### config.mk
export PLATFORM = sky130hd
export DESIGN_NAME = abs_reg_cmd_gen
export DESIGN_NICKNAME = d
export VERILOG_FILES = /design/src/rtl/abs_cmd_pkg.sv /design/src/rtl/abs_reg_decode.sv /design/src/rtl/abs_seq_build.sv /design/src/rtl/abs_hart_go.sv /design/src/rtl/abs_reg_cmd_gen.sv
export SDC_FILE = /design/constraint.sdc
export NUM_CORES = 1
export LEC_CHECK = 0
export ABC_AREA = 1
export CAP_MARGIN = 40
export CELL_PAD_IN_SITES_DETAIL_PLACEMENT = 1
export CELL_PAD_IN_SITES_GLOBAL_PLACEMENT = 2
export CORE_ASPECT_RATIO = 0.75
export CORE_MARGIN = 2
export CORE_UTILIZATION = 41
export CTS_BUF_LIST = sky130_fd_sc_hd__clkbuf_8
export DETAILED_ROUTE_END_ITERATION = 10
export DONT_BUFFER_PORTS = 1
export PLACE_DENSITY_LB_ADDON = 0.08
export SLEW_MARGIN = 15
export SYNTH_ARGS = -nofsm -noshare
export SYNTH_HDL_FRONTEND = slang
export SYNTH_HIERARCHICAL = 1
export SYNTH_SLANG_ARGS = --single-unit
### constraint.sdc
create_clock -name clk_i -period 2.2 [get_ports clk_i]
set_input_delay 0.33 -clock clk_i [delete_from_list [all_inputs] [get_ports clk_i]]
set_output_delay 0.33 -clock clk_i [all_outputs]
set_load 0.005 [all_outputs]
### src/rtl/abs_cmd_pkg.sv
package abs_cmd_pkg;
  typedef enum logic [2:0] {
    KIND_NONE, KIND_GPR, KIND_FPR, KIND_CSR, KIND_BAD
  } reg_kind_e;

  localparam logic [2:0]  ERR_NONE    = 3'd0;
  localparam logic [2:0]  ERR_BUSY    = 3'd1;
  localparam logic [2:0]  ERR_NOTSUP  = 3'd2;
  localparam logic [11:0] CSR_SCRATCH = 12'h7b2;
  localparam logic [4:0]  REG_S0      = 5'd8;
  localparam logic [4:0]  REG_ZERO    = 5'd0;
  localparam logic [6:0]  OPC_LOAD    = 7'h03;
  localparam logic [6:0]  OPC_STORE   = 7'h23;
  localparam logic [6:0]  OPC_FLOAD   = 7'h07;
  localparam logic [6:0]  OPC_FSTORE  = 7'h27;
  localparam logic [6:0]  OPC_SYSTEM  = 7'h73;
  localparam logic [6:0]  OPC_JAL     = 7'h6f;
  localparam logic [2:0]  F3_CSRRW    = 3'b001;
  localparam logic [2:0]  F3_CSRRS    = 3'b010;
  localparam logic [31:0] INSN_EBREAK = 32'h0010_0073;

  function automatic logic [31:0] enc_itype(logic [11:0] imm, logic [4:0] rs1,
                                            logic [2:0] f3, logic [4:0] rd,
                                            logic [6:0] opc);
    return {imm, rs1, f3, rd, opc};
  endfunction

  function automatic logic [31:0] enc_stype(logic [11:0] imm, logic [4:0] rs2,
                                            logic [4:0] rs1, logic [2:0] f3,
                                            logic [6:0] opc);
    return {imm[11:5], rs2, rs1, f3, imm[4:0], opc};
  endfunction

  function automatic logic [31:0] enc_jal_x0(logic [20:0] off);
    return {off[20], off[10:1], off[11], off[19:12], REG_ZERO, OPC_JAL};
  endfunction
endpackage

### src/rtl/abs_reg_decode.sv
module abs_reg_decode
  import abs_cmd_pkg::*;
#(
  parameter int PB_W = 5
) (
  input  logic            transfer_i,
  input  logic [2:0]      size_i,
  input  logic [15:0]     regno_i,
  input  logic [PB_W-1:0] progbuf_words_i,
  output reg_kind_e       kind_o,
  output logic [4:0]      idx_o,
  output logic            wide_o,
  output logic            err_o
);
  logic size_ok;

  assign size_ok = (size_i == 3'd2) || (size_i == 3'd3);
  assign wide_o  = (size_i == 3'd3);
  assign idx_o   = regno_i[4:0];

  always_comb begin
    if (!transfer_i)                        kind_o = KIND_NONE;
    else if (regno_i < 16'h1000)            kind_o = (progbuf_words_i < PB_W'(2)) ? KIND_CSR : KIND_BAD;
    else if (regno_i < 16'h1020)            kind_o = KIND_GPR;
    else if (regno_i < 16'h1040)            kind_o = KIND_FPR;
    else                                    kind_o = KIND_BAD;
  end

  assign err_o = (kind_o == KIND_BAD) || ((kind_o != KIND_NONE) && !size_ok);
endmodule

### src/rtl/abs_seq_build.sv
module abs_seq_build
  import abs_cmd_pkg::*;
#(
  parameter int          ABS_WORDS = 5,
  parameter logic [11:0] DATA_BASE = 12'h380,
  localparam int         IDX_W     = $clog2(ABS_WORDS)
) (
  input  reg_kind_e                    kind_i,
  input  logic [4:0]                   idx_i,
  input  logic                         write_i,
  input  logic                         wide_i,
  input  logic                         postexec_i,
  input  logic [11:0]                  csr_i,
  output logic [ABS_WORDS-1:0][31:0]   words_o,
  output logic [IDX_W-1:0]             last_o
);
  logic [2:0]  f3_mem;
  logic [20:0] jal_off;
  logic [31:0] ld_s0, st_s0;

  assign f3_mem = {2'b01, wide_i};
  assign ld_s0  = enc_itype(DATA_BASE, REG_ZERO, f3_mem, REG_S0, OPC_LOAD);
  assign st_s0  = enc_stype(DATA_BASE, REG_S0, REG_ZERO, f3_mem, OPC_STORE);

  always_comb begin
    words_o = '0;
    last_o  = '0;
    unique case (kind_i)
      KIND_GPR: begin
        words_o[0] = write_i ? enc_itype(DATA_BASE, REG_ZERO, f3_mem, idx_i, OPC_LOAD)
                             : enc_stype(DATA_BASE, idx_i, REG_ZERO, f3_mem, OPC_STORE);
        last_o = IDX_W'(1);
      end
      KIND_FPR: begin
        words_o[0] = write_i ? enc_itype(DATA_BASE, REG_ZERO, f3_mem, idx_i, OPC_FLOAD)
                             : enc_stype(DATA_BASE, idx_i, REG_ZERO, f3_mem, OPC_FSTORE);
        last_o = IDX_W'(1);
      end
      KIND_CSR: begin
        words_o[0] = enc_itype(CSR_SCRATCH, REG_S0, F3_CSRRW, REG_ZERO, OPC_SYSTEM);
        if (write_i) begin
          words_o[1] = ld_s0;
          words_o[2] = enc_itype(csr_i, REG_S0, F3_CSRRW, REG_ZERO, OPC_SYSTEM);
        end else begin
          words_o[1] = enc_itype(csr_i, REG_ZERO, F3_CSRRS, REG_S0, OPC_SYSTEM);
          words_o[2] = st_s0;
        end
        words_o[3] = enc_itype(CSR_SCRATCH, REG_ZERO, F3_CSRRS, REG_S0, OPC_SYSTEM);
        last_o = IDX_W'(4);
      end
      default: last_o = '0;
    endcase
    jal_off = 21'(4 * ABS_WORDS) - 21'({last_o, 2'b00});
    words_o[last_o] = postexec_i ? enc_jal_x0(jal_off) : INSN_EBREAK;
  end
endmodule

### src/rtl/abs_hart_go.sv
module abs_hart_go #(
  parameter int  NHARTS = 4,
  localparam int HART_W = $clog2(NHARTS)
) (
  input  logic              clk_i,
  input  logic              rst_ni,
  input  logic              set_i,
  input  logic [HART_W-1:0] sel_i,
  input  logic [NHARTS-1:0] done_i,
  output logic [NHARTS-1:0] go_o,
  output logic              busy_o
);
  logic [NHARTS-1:0] set_vec;

  assign set_vec = set_i ? (NHARTS'(1) << sel_i) : '0;
  assign busy_o  = |go_o;

  always_ff @(posedge clk_i or negedge rst_ni) begin
    if (!rst_ni) go_o <= '0;
    else         go_o <= (go_o & ~done_i) | set_vec;
  end

  AST_GO_RISE_ONEHOT: assert property (@(posedge clk_i) disable iff (!rst_ni)
    $onehot0(go_o & ~$past(go_o)));
  AST_GO_RISE_NEEDS_SET: assert property (@(posedge clk_i) disable iff (!rst_ni)
    ((go_o & ~$past(go_o)) != '0) |-> $past(set_i));
endmodule

### src/rtl/abs_reg_cmd_gen.sv
module abs_reg_cmd_gen
  import abs_cmd_pkg::*;
#(
  parameter int          NHARTS    = 4,
  parameter int          HART_W    = $clog2(NHARTS),
  parameter int          ABS_WORDS = 5,
  parameter int          PB_W      = 5,
  parameter logic [11:0] DATA_BASE = 12'h380
) (
  input  logic                       clk_i,
  input  logic                       rst_ni,
  input  logic                       cmd_valid_i,
  input  logic                       transfer_i,
  input  logic                       write_i,
  input  logic                       postexec_i,
  input  logic [2:0]                 size_i,
  input  logic [15:0]                regno_i,
  input  logic [HART_W-1:0]          hartsel_i,
  input  logic [PB_W-1:0]            progbuf_words_i,
  input  logic [NHARTS-1:0]          hart_done_i,
  output logic [ABS_WORDS-1:0][31:0] abs_buf_o,
  output logic [NHARTS-1:0]          go_o,
  output logic [2:0]                 cmderr_o
);
  localparam int IDX_W = $clog2(ABS_WORDS);

  reg_kind_e                  kind;
  logic [4:0]                 idx;
  logic                       wide, dec_err, busy, accept;
  logic [ABS_WORDS-1:0][31:0] words;
  logic [IDX_W-1:0]           last;

  abs_reg_decode #(.PB_W(PB_W)) u_dec (
    .transfer_i, .size_i, .regno_i, .progbuf_words_i,
    .kind_o(kind), .idx_o(idx), .wide_o(wide), .err_o(dec_err)
  );

  abs_seq_build #(.ABS_WORDS(ABS_WORDS), .DATA_BASE(DATA_BASE)) u_seq (
    .kind_i(kind), .idx_i(idx), .write_i, .wide_i(wide), .postexec_i,
    .csr_i(regno_i[11:0]), .words_o(words), .last_o(last)
  );

  assign accept = cmd_valid_i && !busy && !dec_err;

  abs_hart_go #(.NHARTS(NHARTS)) u_go (
    .clk_i, .rst_ni, .set_i(accept), .sel_i(hartsel_i),
    .done_i(hart_done_i), .go_o, .busy_o(busy)
  );

  always_ff @(posedge clk_i or negedge rst_ni) begin
    if (!rst_ni) begin
      abs_buf_o <= '0;
      cmderr_o  <= ERR_NONE;
    end else if (cmd_valid_i) begin
      if (busy)         cmderr_o <= ERR_BUSY;
      else if (dec_err) cmderr_o <= ERR_NOTSUP;
      else begin
        cmderr_o <= ERR_NONE;
        for (int k = 0; k < ABS_WORDS; k++)
          if (k <= int'(last)) abs_buf_o[k] <= words[k];
      end
    end
  end

  AST_BUSY_REFUSED: assert property (@(posedge clk_i) disable iff (!rst_ni)
    (cmd_valid_i && busy) |=> (cmderr_o == ERR_BUSY) && $stable(abs_buf_o));
  AST_NOTSUP_NO_EXEC: assert property (@(posedge clk_i) disable iff (!rst_ni)
    (cmd_valid_i && !busy && dec_err) |=> (cmderr_o == ERR_NOTSUP) && $stable(abs_buf_o));
  AST_OK_SETS_GO: assert property (@(posedge clk_i) disable iff (!rst_ni)
    accept |=> (cmderr_o == ERR_NONE) && go_o[$past(hartsel_i)]);
  AST_FINAL_WORD: assert property (@(posedge clk_i) disable iff (!rst_ni)
    (accept && !postexec_i) |=> abs_buf_o[$past(last)] == INSN_EBREAK);
endmodule

==> impl_metrics.tcl, run 1 <==
set metrics [dict create \
    status "complete, but fails checks" \
    violations "negative hold slack" \
    maxCapViolCount 0 \
    antenna_found_initial 0 \
    rsz0062_at_grt "false" \
    grtUsageTotal_pct 20.48 \
    synth-seq-cells 166 \
    cts_tree "yes" \
    period_needed_ns 2.068 \
    hold_viol 166 \
    grt_pass1_vias 6101 \
    synth_area_per_cell_um2 7.999 \
    post-route-period-util_pct 94.00 \
    power.density_mw_per_mm2 764.6 \
    final_nets 999 \
    fmax_ghz 0.4836 \
    diodes 0 \
    cts_buffer_depth 2 \
    gp_congestion 0.7731 \
    final_util_pct 43.29 \
    synth_common_cells "481 x nand2_1, 166 x dfrtp_1, 121 x buf_4" \
    yosys.area_share.simple_pct 30.55 \
    initial_core_util_pct 41.42 \
    setup_tns_ns 0 \
    die_w_um 164.9 \
    antenna_left 0 \
    vias 5675 \
    row_count 44 \
    slowest_stage "dlygate4sd3_1" \
    port-buffer-count 0 \
    synthAdderAreaFrac_pct 0 \
    drt_wl_total_mm 20.10 \
    p_leak_nw 4.808 \
    die_h_um 124.7 \
    grt_max_degree 167 \
    cts.sinks 166 \
    io_pins 203 \
    area_growth_pct 4.512 \
    synth-edff-count 0 \
    slew_viol_final 0 \
    fin_skew_ns 0.01064 \
    dpl_worst_slack_ns 0.01677 \
    startpoint "u_go/go_o[3]$_DFF_PN0_" \
    yosys_warnings 6 \
    stdcell_area_mm2 0.008318 \
    whs_ns -0.4499 \
    power_mw 6.360 \
    synthMuxAreaShare_pct 0 \
    drive_gt1_share_pct 8.811 \
    drt_iter0_drc 280 \
    synth_largest_area_cell "dfrtp_1" \
    synthArstFlopShare_pct 100.0 \
    cp_cell_sequence "nor2_1 -> nand2_1 -> inv_1 -> nand2_1 -> nor2_4 -> buf_12 -> nand3_1 -> nand2_1 -> dlygate4sd3_1" \
    first_pass_iters 4 \
    place_inst 1189 \
    clkTransAtPathRegs_ns 0.10 \
    fin_cells 1229 \
    end_kind "flip-flop" \
    dpl_cell_area_mm2 0.007833 \
    drc_errors 0 \
    cts-resized-gates 0 \
    routedWlPerCell_um 16.35 \
    yosysMostFrequentCell "nand2_1" \
    synthFlopType "dfrtp_1" \
    core-area_mm2 0.01921 \
    dp_hpwl_mm 13.97 \
    finalWorstSetupSlack_ns 0.1321 \
    die_area_mm2 0.02055 \
    synth_cell_types 24 \
    path_class "flip-flop to flip-flop" \
    hold_class "input port to asynchronous set/reset pin" \
    synth-xor-area-share_pct 0 \
    vias_per_cell 4.618 \
    yosysTopAreaCellShare_pct 52.19 \
    regToRegStartpoint "u_go/go_o[3]$_DFF_PN0_" \
    crit_required_ns 2.60 \
    grt-ovfl-total 0 \
    cpMostUsedCell "nand2_1" \
    clock_latency_ns 0.46 \
    peakVddDrop_v 0.0003673 \
    critPathLaunchType "flip-flop" \
    cts-root-buf "clkbuf_8" \
    worstPathMaxFanout 24 \
    numCtsBuffers 17 \
    syn_inst 995 \
    synth_area_leaders "dfrtp_1 52%, nand2_1 23%, buf_4 11%, nand3_1 4.4%, inv_1 2.1%" \
    grt_pass1_wl_mm 32.77 \
    syn_area_mm2 0.007959 \
    htreeDepth 4 \
    postCtsHoldBufs 7 \
    synth_compound_area_share_pct 1.321 \
    synth_top_family_by_area "simple AND/OR/NAND/NOR gates" \
    final-setup-viol-count 0 \
    cp.arrival_ns 2.47 \
    max_stage_delay_ns 0.54 \
    ys_seq_area_share_pct 52.19 \
]
## registers in the layout (all words and copies together) (netlist names)
signal / flops
abs_buf_o: 160
u_go/go_o: 4
cmderr_o: 2
## power by group
group	switching [mW]	internal, mW
clock	1.24	1.03
sequential	0.228	3.30
combinational	0.349	0.201
## cells by family (layout without fill, tap and decap cells)
family | count (synthesis) | count (layout)
flops | 166 | 166
simple gates | 604 | 604
buf+inv | 202 | 112
compound gates | 20 | 20
other cells | 3 | 74
## per-layer routing
layer  track usage, %  vias to the layer above  wire [µm]
met5                0                        -          0
met3            8.858                       18       1978
li1                 -                     2772          -
met4            5.320                        0        294
met2            31.70                      142       9055
met1            26.31                     2743       8772
## timing repair
| action | in CTS | in global routing |
|---|---|---|
| buffers inserted | 0 | 1 |
| setup endpoints to repair | 0 | 2 |
| endpoints found under the hold margin | 172 | 166 |
## cell type report
class | instances | area, µm²
clock buffers | 17 | 234.0
clock inverters | 15 | 168.9
fillers | 2331 | 10900
inverters | 48 | 183.9
multi-input cells | 698 | 2873
flip-flops and latches | 166 | 4154
well taps | 253 | 316.6
repair buffers | 32 | 387.9
## layout by cell type (no fill, tap or decap)
cell type / Yosys / layout
buf_12: 0 / 9
bufinv_16: 0 / 2
nand3_4: 0 / 1
clkbuf_16: 0 / 1
clkinv_2: 0 / 3
a21oi_1: 14 / 13
inv_1: 44 / 42
nor2_4: 4 / 8
nor2_1: 38 / 36
nand2_2: 1 / 4
o21a_1: 1 / 1
nor2_2: 6 / 4
clkbuf_8: 0 / 17
inv_6: 0 / 4
dlygate4sd3_1: 0 / 7
nand2_4: 1 / 3
clkinvlp_4: 0 / 4
nand3b_2: 2 / 2
clkinv_8: 0 / 1
o21ai_1: 1 / 1
inv_2: 4 / 5
nand2_1: 481 / 476
nand3_1: 70 / 70
a21oi_2: 0 / 1
o21ai_0: 3 / 3
conb_1: 3 / 74
inv_8: 0 / 1
buf_4: 121 / 15
clkinv_4: 0 / 1
a21boi_1: 1 / 1
dfrtp_1: 166 / 166
## path summary, 6_finish.rpt
path,endpoint,slack (ns),depth (start not counted)
min in group clk_i,abs_buf_o[92]$_DFFE_PN0P_,0.04,3
setup / recovery,u_go/go_o[3]$_DFF_PN0_,0.13,9
hold / removal,abs_buf_o[81]$_DFFE_PN0P_,-0.45,0
setup reg to reg,u_go/go_o[3]$_DFF_PN0_,0.13,9
max in group asynchronous,abs_buf_o[10]$_DFFE_PN0P_,2.29,0
hold reg to reg,abs_buf_o[139]$_DFFE_PN0P_,0.50,2
## critical path: cells and delay by family, from the launching register on
kind | cells | cell delay, ns
buffers and inverters | 3 | 0.84
and+or+nand+nor | 6 | 0.74
DFF | 1 | 0.42
Power figures use the tool's default switching activity.
==> run 2: changes to the inputs <==
--- a/config.mk
+++ b/config.mk
@@ -15,7 +15,7 @@
 export CTS_BUF_LIST = sky130_fd_sc_hd__clkbuf_8
 export DETAILED_ROUTE_END_ITERATION = 10
 export DONT_BUFFER_PORTS = 1
-export PLACE_DENSITY_LB_ADDON = 0.08
+export PLACE_DENSITY = 0.94
 export SLEW_MARGIN = 15
 export SYNTH_ARGS = -nofsm -noshare
 export SYNTH_HDL_FRONTEND = slang
==> impl_metrics.tcl, run 2 (synthesis results as in run 1) <==
set metrics [dict create \
    cp_num_buf_inv 2 \
    ff2ff_path_depth 8 \
    mostFrequentLayoutCells "476 x nand2_1, 166 x dfrtp_1, 74 x conb_1" \
    drc_errors 0 \
    fin_cells 1235 \
    cts-resized-gates 0 \
    critical_path.top_delay_family "simple AND/OR/NAND/NOR gates" \
    clkTransAtPathRegs_ns 0.09 \
    cts-root-buf "clkbuf_8" \
    finalWorstSetupSlack_ns 0.3717 \
    power_mw 6.351 \
    vias_per_cell 4.587 \
    violations "negative hold slack" \
    rsz0062_at_grt "false" \
    end_kind "flip-flop" \
    setup_tns_ns 0 \
    fmax_ghz 0.5470 \
    area_growth_pct 4.040 \
    postCtsHoldBufs 5 \
    grt-ovfl-total 0 \
    grtUsageTotal_pct 20.13 \
    post-route-period-util_pct 83.10 \
    fin_skew_ns 0.01276 \
    whs_ns -0.4378 \
    largest-register "abs_buf_o" \
    status "complete, but fails checks" \
    core-area_mm2 0.01921 \
    port-buffer-count 0 \
    slowest_stage "dfrtp_1" \
    power.density_mw_per_mm2 767.0 \
    period_needed_ns 1.828 \
    final_nets 1005 \
    path_class "flip-flop to flip-flop" \
    htreeDepth 4 \
    final-setup-viol-count 0 \
    dpl_cell_area_mm2 0.007825 \
    stdcell_area_mm2 0.008280 \
    antenna_left 0 \
    final_util_pct 43.10 \
    drive_gt1_share_pct 9.470 \
    hold_viol 166 \
    drt_iter0_drc 275 \
    hold_class "input port to asynchronous set/reset pin" \
    die_w_um 164.9 \
    maxCapViolCount 0 \
    clock_latency_ns 0.45 \
    grt_pass1_wl_mm 32.31 \
    crit_cells 8 \
    die_area_mm2 0.02055 \
    diodes 0 \
    grt_max_degree 167 \
    vias 5665 \
    place_inst 1198 \
    cts_buffer_depth 2 \
    dp_hpwl_mm 14.01 \
    p_leak_nw 4.812 \
    max_stage_delay_ns 0.42 \
    crit_required_ns 2.58 \
    cts_tree "yes" \
    grt_pass1_vias 5961 \
    reg_top3 "abs_buf_o x160, u_go/go_o x4, cmderr_o x2" \
    dpl_worst_slack_ns -0.04558 \
    routedWlPerCell_um 16.15 \
    drt_wl_total_mm 19.95 \
    gp_congestion 0.7591 \
    antenna_found_initial 0 \
    numCtsBuffers 17 \
    cts.sinks 166 \
    first_pass_iters 4 \
    cpMostUsedCell "nand2_1" \
    peakVddDrop_v 0.0003693 \
    critPathLaunchType "flip-flop" \
    largest_reg_flops 160 \
    die_h_um 124.7 \
    slew_viol_final 0 \
    initial_core_util_pct 41.42 \
    final_common_cell "nand2_1" \
    worstPathMaxFanout 28 \
    cp_cell_sequence "nor2_1 -> nand2_1 -> inv_1 -> nand2_1 -> nor2_4 -> buf_4 -> nand3_1 -> nand2_1" \
    cp.arrival_ns 2.21 \
    fill_cells 2404 \
    row_count 44 \
    io_pins 203 \
    postCtsSetupBuffers 0 \
]
[run 2: path summary, 6_finish.rpt]
check	to	slack [ns]	start
setup / recovery	u_go/go_o[2]$_DFF_PN0_	0.37	u_go/go_o[1]$_DFF_PN0_
hold / removal	abs_buf_o[140]$_DFFE_PN0P_	-0.44	rst_ni
setup reg to reg	u_go/go_o[2]$_DFF_PN0_	0.37	u_go/go_o[1]$_DFF_PN0_
hold reg to reg	abs_buf_o[135]$_DFFE_PN0P_	0.50	abs_buf_o[135]$_DFFE_PN0P_
max in group asynchronous	abs_buf_o[55]$_DFFE_PN0P_	2.44	rst_ni
min in group clk_i	u_go/go_o[0]$_DFF_PN0_	0.04	hartsel_i[1]
[run 2: power by group]
| part | switching, mW | internal [mW] |
|---|---|---|
| clock network | 1.21 | 1.08 |
| registers | 0.226 | 3.30 |
| logic | 0.344 | 0.183 |
[run 2: cell type report]
class                   count  area [µm²]  share of cell area, %
inverters                  48       183.9                  2.221
repair buffers             38       347.8                  4.201
flip-flops and latches    166        4154                  50.17
well taps                 253       316.6                  3.823
clock inverters            13       143.9                  1.738
clock buffers              19       261.5                  3.158
multi-input cells         698        2873                  34.69
[run 2: routing by layer]
layer / vias up / global-route usage [%] / routed length (µm) / share of wire, %
met4: 0 / 5.064 / 206 / 1.0
met3: 13 / 8.159 / 1780 / 8.9
met1: 2746 / 25.30 / 8773 / 44
met2: 123 / 32.32 / 9188 / 46
met5: - / 0 / 0 / 0
li1: 2783 / - / - / -
==> run 3: changes to the inputs <==
--- a/config.mk
+++ b/config.mk
@@ -11,11 +11,11 @@
 export CELL_PAD_IN_SITES_GLOBAL_PLACEMENT = 2
 export CORE_ASPECT_RATIO = 0.75
 export CORE_MARGIN = 2
-export CORE_UTILIZATION = 41
+export CORE_UTILIZATION = 38
 export CTS_BUF_LIST = sky130_fd_sc_hd__clkbuf_8
 export DETAILED_ROUTE_END_ITERATION = 10
 export DONT_BUFFER_PORTS = 1
-export PLACE_DENSITY = 0.94
+export PLACE_DENSITY = 0.89
 export SLEW_MARGIN = 15
 export SYNTH_ARGS = -nofsm -noshare
 export SYNTH_HDL_FRONTEND = slang
==> constraint.sdc (replaced) <==
create_clock -name clk_i -period 1.7 [get_ports clk_i]
set_input_delay 0.255 -clock clk_i [delete_from_list [all_inputs] [get_ports clk_i]]
set_output_delay 0.255 -clock clk_i [all_outputs]
set_load 0.005 [all_outputs]
==> impl_metrics.tcl, run 3 (synthesis results as in run 1) <==
set metrics [dict create \
    status "complete, but fails checks" \
    violations "negative hold slack" \
    reg_top3 "abs_buf_o x160, u_go/go_o x4, cmderr_o x2" \
    multi_input_area_mm2 0.002944 \
    fill_cells 2476 \
    place_inst 1240 \
    post-route-period-util_pct 96.31 \
    dpl_worst_slack_ns -0.3403 \
    grt_pass1_wl_mm 33.52 \
    path_class "flip-flop to flip-flop" \
    clock_latency_ns 0.46 \
    routedWlPerCell_um 16.56 \
    gp_congestion 0.7890 \
    critPathLaunchType "flip-flop" \
    whs_ns -0.5219 \
    fin_skew_ns 0.01664 \
    cts_buffer_depth 2 \
    io_pins 203 \
    diodes 0 \
    power.density_mw_per_mm2 968.2 \
    drt_wl_total_mm 21.42 \
    postCtsHoldBufs 13 \
    hold_class "input port to asynchronous set/reset pin" \
    max_stage_delay_ns 0.40 \
    initial_core_util_pct 39.05 \
    die_h_um 129.3 \
    numCtsBuffers 17 \
    cp.arrival_ns 1.99 \
    cp_num_buf_inv 4 \
    critical_path.top_delay_family "simple AND/OR/NAND/NOR gates" \
    vias_per_cell 4.508 \
    core-area_mm2 0.02038 \
    end_kind "flip-flop" \
    hold_viol 166 \
    drive_gt1_share_pct 13.14 \
    antenna_found_initial 0 \
    die_w_um 171.1 \
    final_nets 1035 \
    seq_area_mm2 0.004154 \
    grt_max_degree 167 \
    maxCapViolCount 0 \
    antenna_left 0 \
    largest_reg_flops 160 \
    grt_pass1_vias 6161 \
    dp_hpwl_mm 14.30 \
    drt_iter0_drc 342 \
    slowest_stage "dfrtp_1" \
    peakVddDrop_v 0.0005133 \
    fmax_ghz 0.6108 \
    die_area_mm2 0.02213 \
    mostFrequentLayoutCells "467 x nand2_1, 166 x dfrtp_1, 74 x conb_1" \
    cts_tree "yes" \
    largest-register "abs_buf_o" \
    grt-ovfl-total 0 \
    first_pass_iters 5 \
    finalWorstSetupSlack_ns 0.06279 \
    final-setup-viol-count 0 \
    slew_viol_final 0 \
    crit_required_ns 2.05 \
    cts.sinks 166 \
    area_growth_pct 10.45 \
    htreeDepth 4 \
    p_leak_nw 5.015 \
    drc_errors 0 \
    cts-root-buf "clkbuf_8" \
    cp_cell_sequence "nor2_2 -> nand2_2 -> inv_2 -> nand2_4 -> nor2_4 -> buf_12 -> buf_12 -> nand2_8 -> clkbuf_16 -> nand2_2 -> nand2_1" \
    row_count 45 \
    worst_pin_slew_ns 0.5238 \
    vias 5833 \
    period_needed_ns 1.637 \
    clkTransAtPathRegs_ns 0.09 \
    grtUsageTotal_pct 19.64 \
    port-buffer-count 0 \
    fin_cells 1294 \
    max_slew_margin_pct 64.97 \
    rsz0062_at_grt "true" \
    worstPathMaxFanout 6 \
    final_common_cell "nand2_1" \
]
==> run 3: cell types whose count changed in the layout (fill, tap and decap cells not counted), sizes merged <==
cell,before,now
buf,33,52
bufinv,2,3
dlygate4sd3,5,13
clkbuf,19,21
==> run 3: timing repair <==
action                                  CTS  global route
hold endpoints to repair                187           166
pin swaps                                 1             3
gates resized for setup                   1            25
buffers inserted                          1             4
endpoints found under the setup margin   62           162
cloned                                    0             4
==> run 3: power by group <==
part	total [mW]	internal [mW]	switching [mW]	leakage (nW)
Clock	3.09	1.51	1.58	0.209
Combinational	0.833	0.340	0.493	2.56
Sequential	4.59	4.28	0.315	2.25
==> run 3: worst paths after layout <==
check	cells past startpoint	to	startpoint	slack, ns
worst min register to register	2	abs_buf_o[135]$_DFFE_PN0P_	abs_buf_o[135]$_DFFE_PN0P_	0.50
worst max register to register	11	abs_buf_o[56]$_DFFE_PN0P_	u_go/go_o[1]$_DFF_PN0_	0.06
min in group clk_i	4	abs_buf_o[7]$_DFFE_PN0P_	regno_i[0]	0.02
worst max-delay path	11	abs_buf_o[56]$_DFFE_PN0P_	u_go/go_o[1]$_DFF_PN0_	0.06
worst min-delay path	0	abs_buf_o[51]$_DFFE_PN0P_	rst_ni	-0.52
max in group asynchronous	0	abs_buf_o[123]$_DFFE_PN0P_	rst_ni	1.82
==> run 3: final cells by class <==
type,count,share of cell area (%)
clock inverter,14,1.964
tap,282,4.014
sequential,166,47.25
timing repair buffer,68,8.369
clock buffer,18,2.818
multi-input combinational,698,33.49
inverter,48,2.092
==> run 3: through the flow <==
step / TNS [ns] / area [µm²] / hold WS [ns] / utilization (%) / total power [mW]
after floorplan: -64.87 / 8337 / -0.04059 / - / 5.213
after global placement: -43.99 / 8009 / -0.03546 / 39.29 / 5.334
after detailed placement: -46.07 / 8009 / -0.03660 / 39.29 / 5.376
after CTS: 0 / 8583 / -0.5590 / 42.11 / 8.531
after global routing: -0.4785 / 8791 / -0.5615 / 43.13 / 8.967
final: 0 / 8791 / -0.5219 / 43.13 / 8.511
==> run 3: layer usage <==
layer  vias up  track usage [%]  wire length, µm
li1       2841                -                -
met1      2837            24.81             9293
met2       140            31.02             9832
met3        15            8.552             2049
met4         0            5.135              248
met5         -                0                0
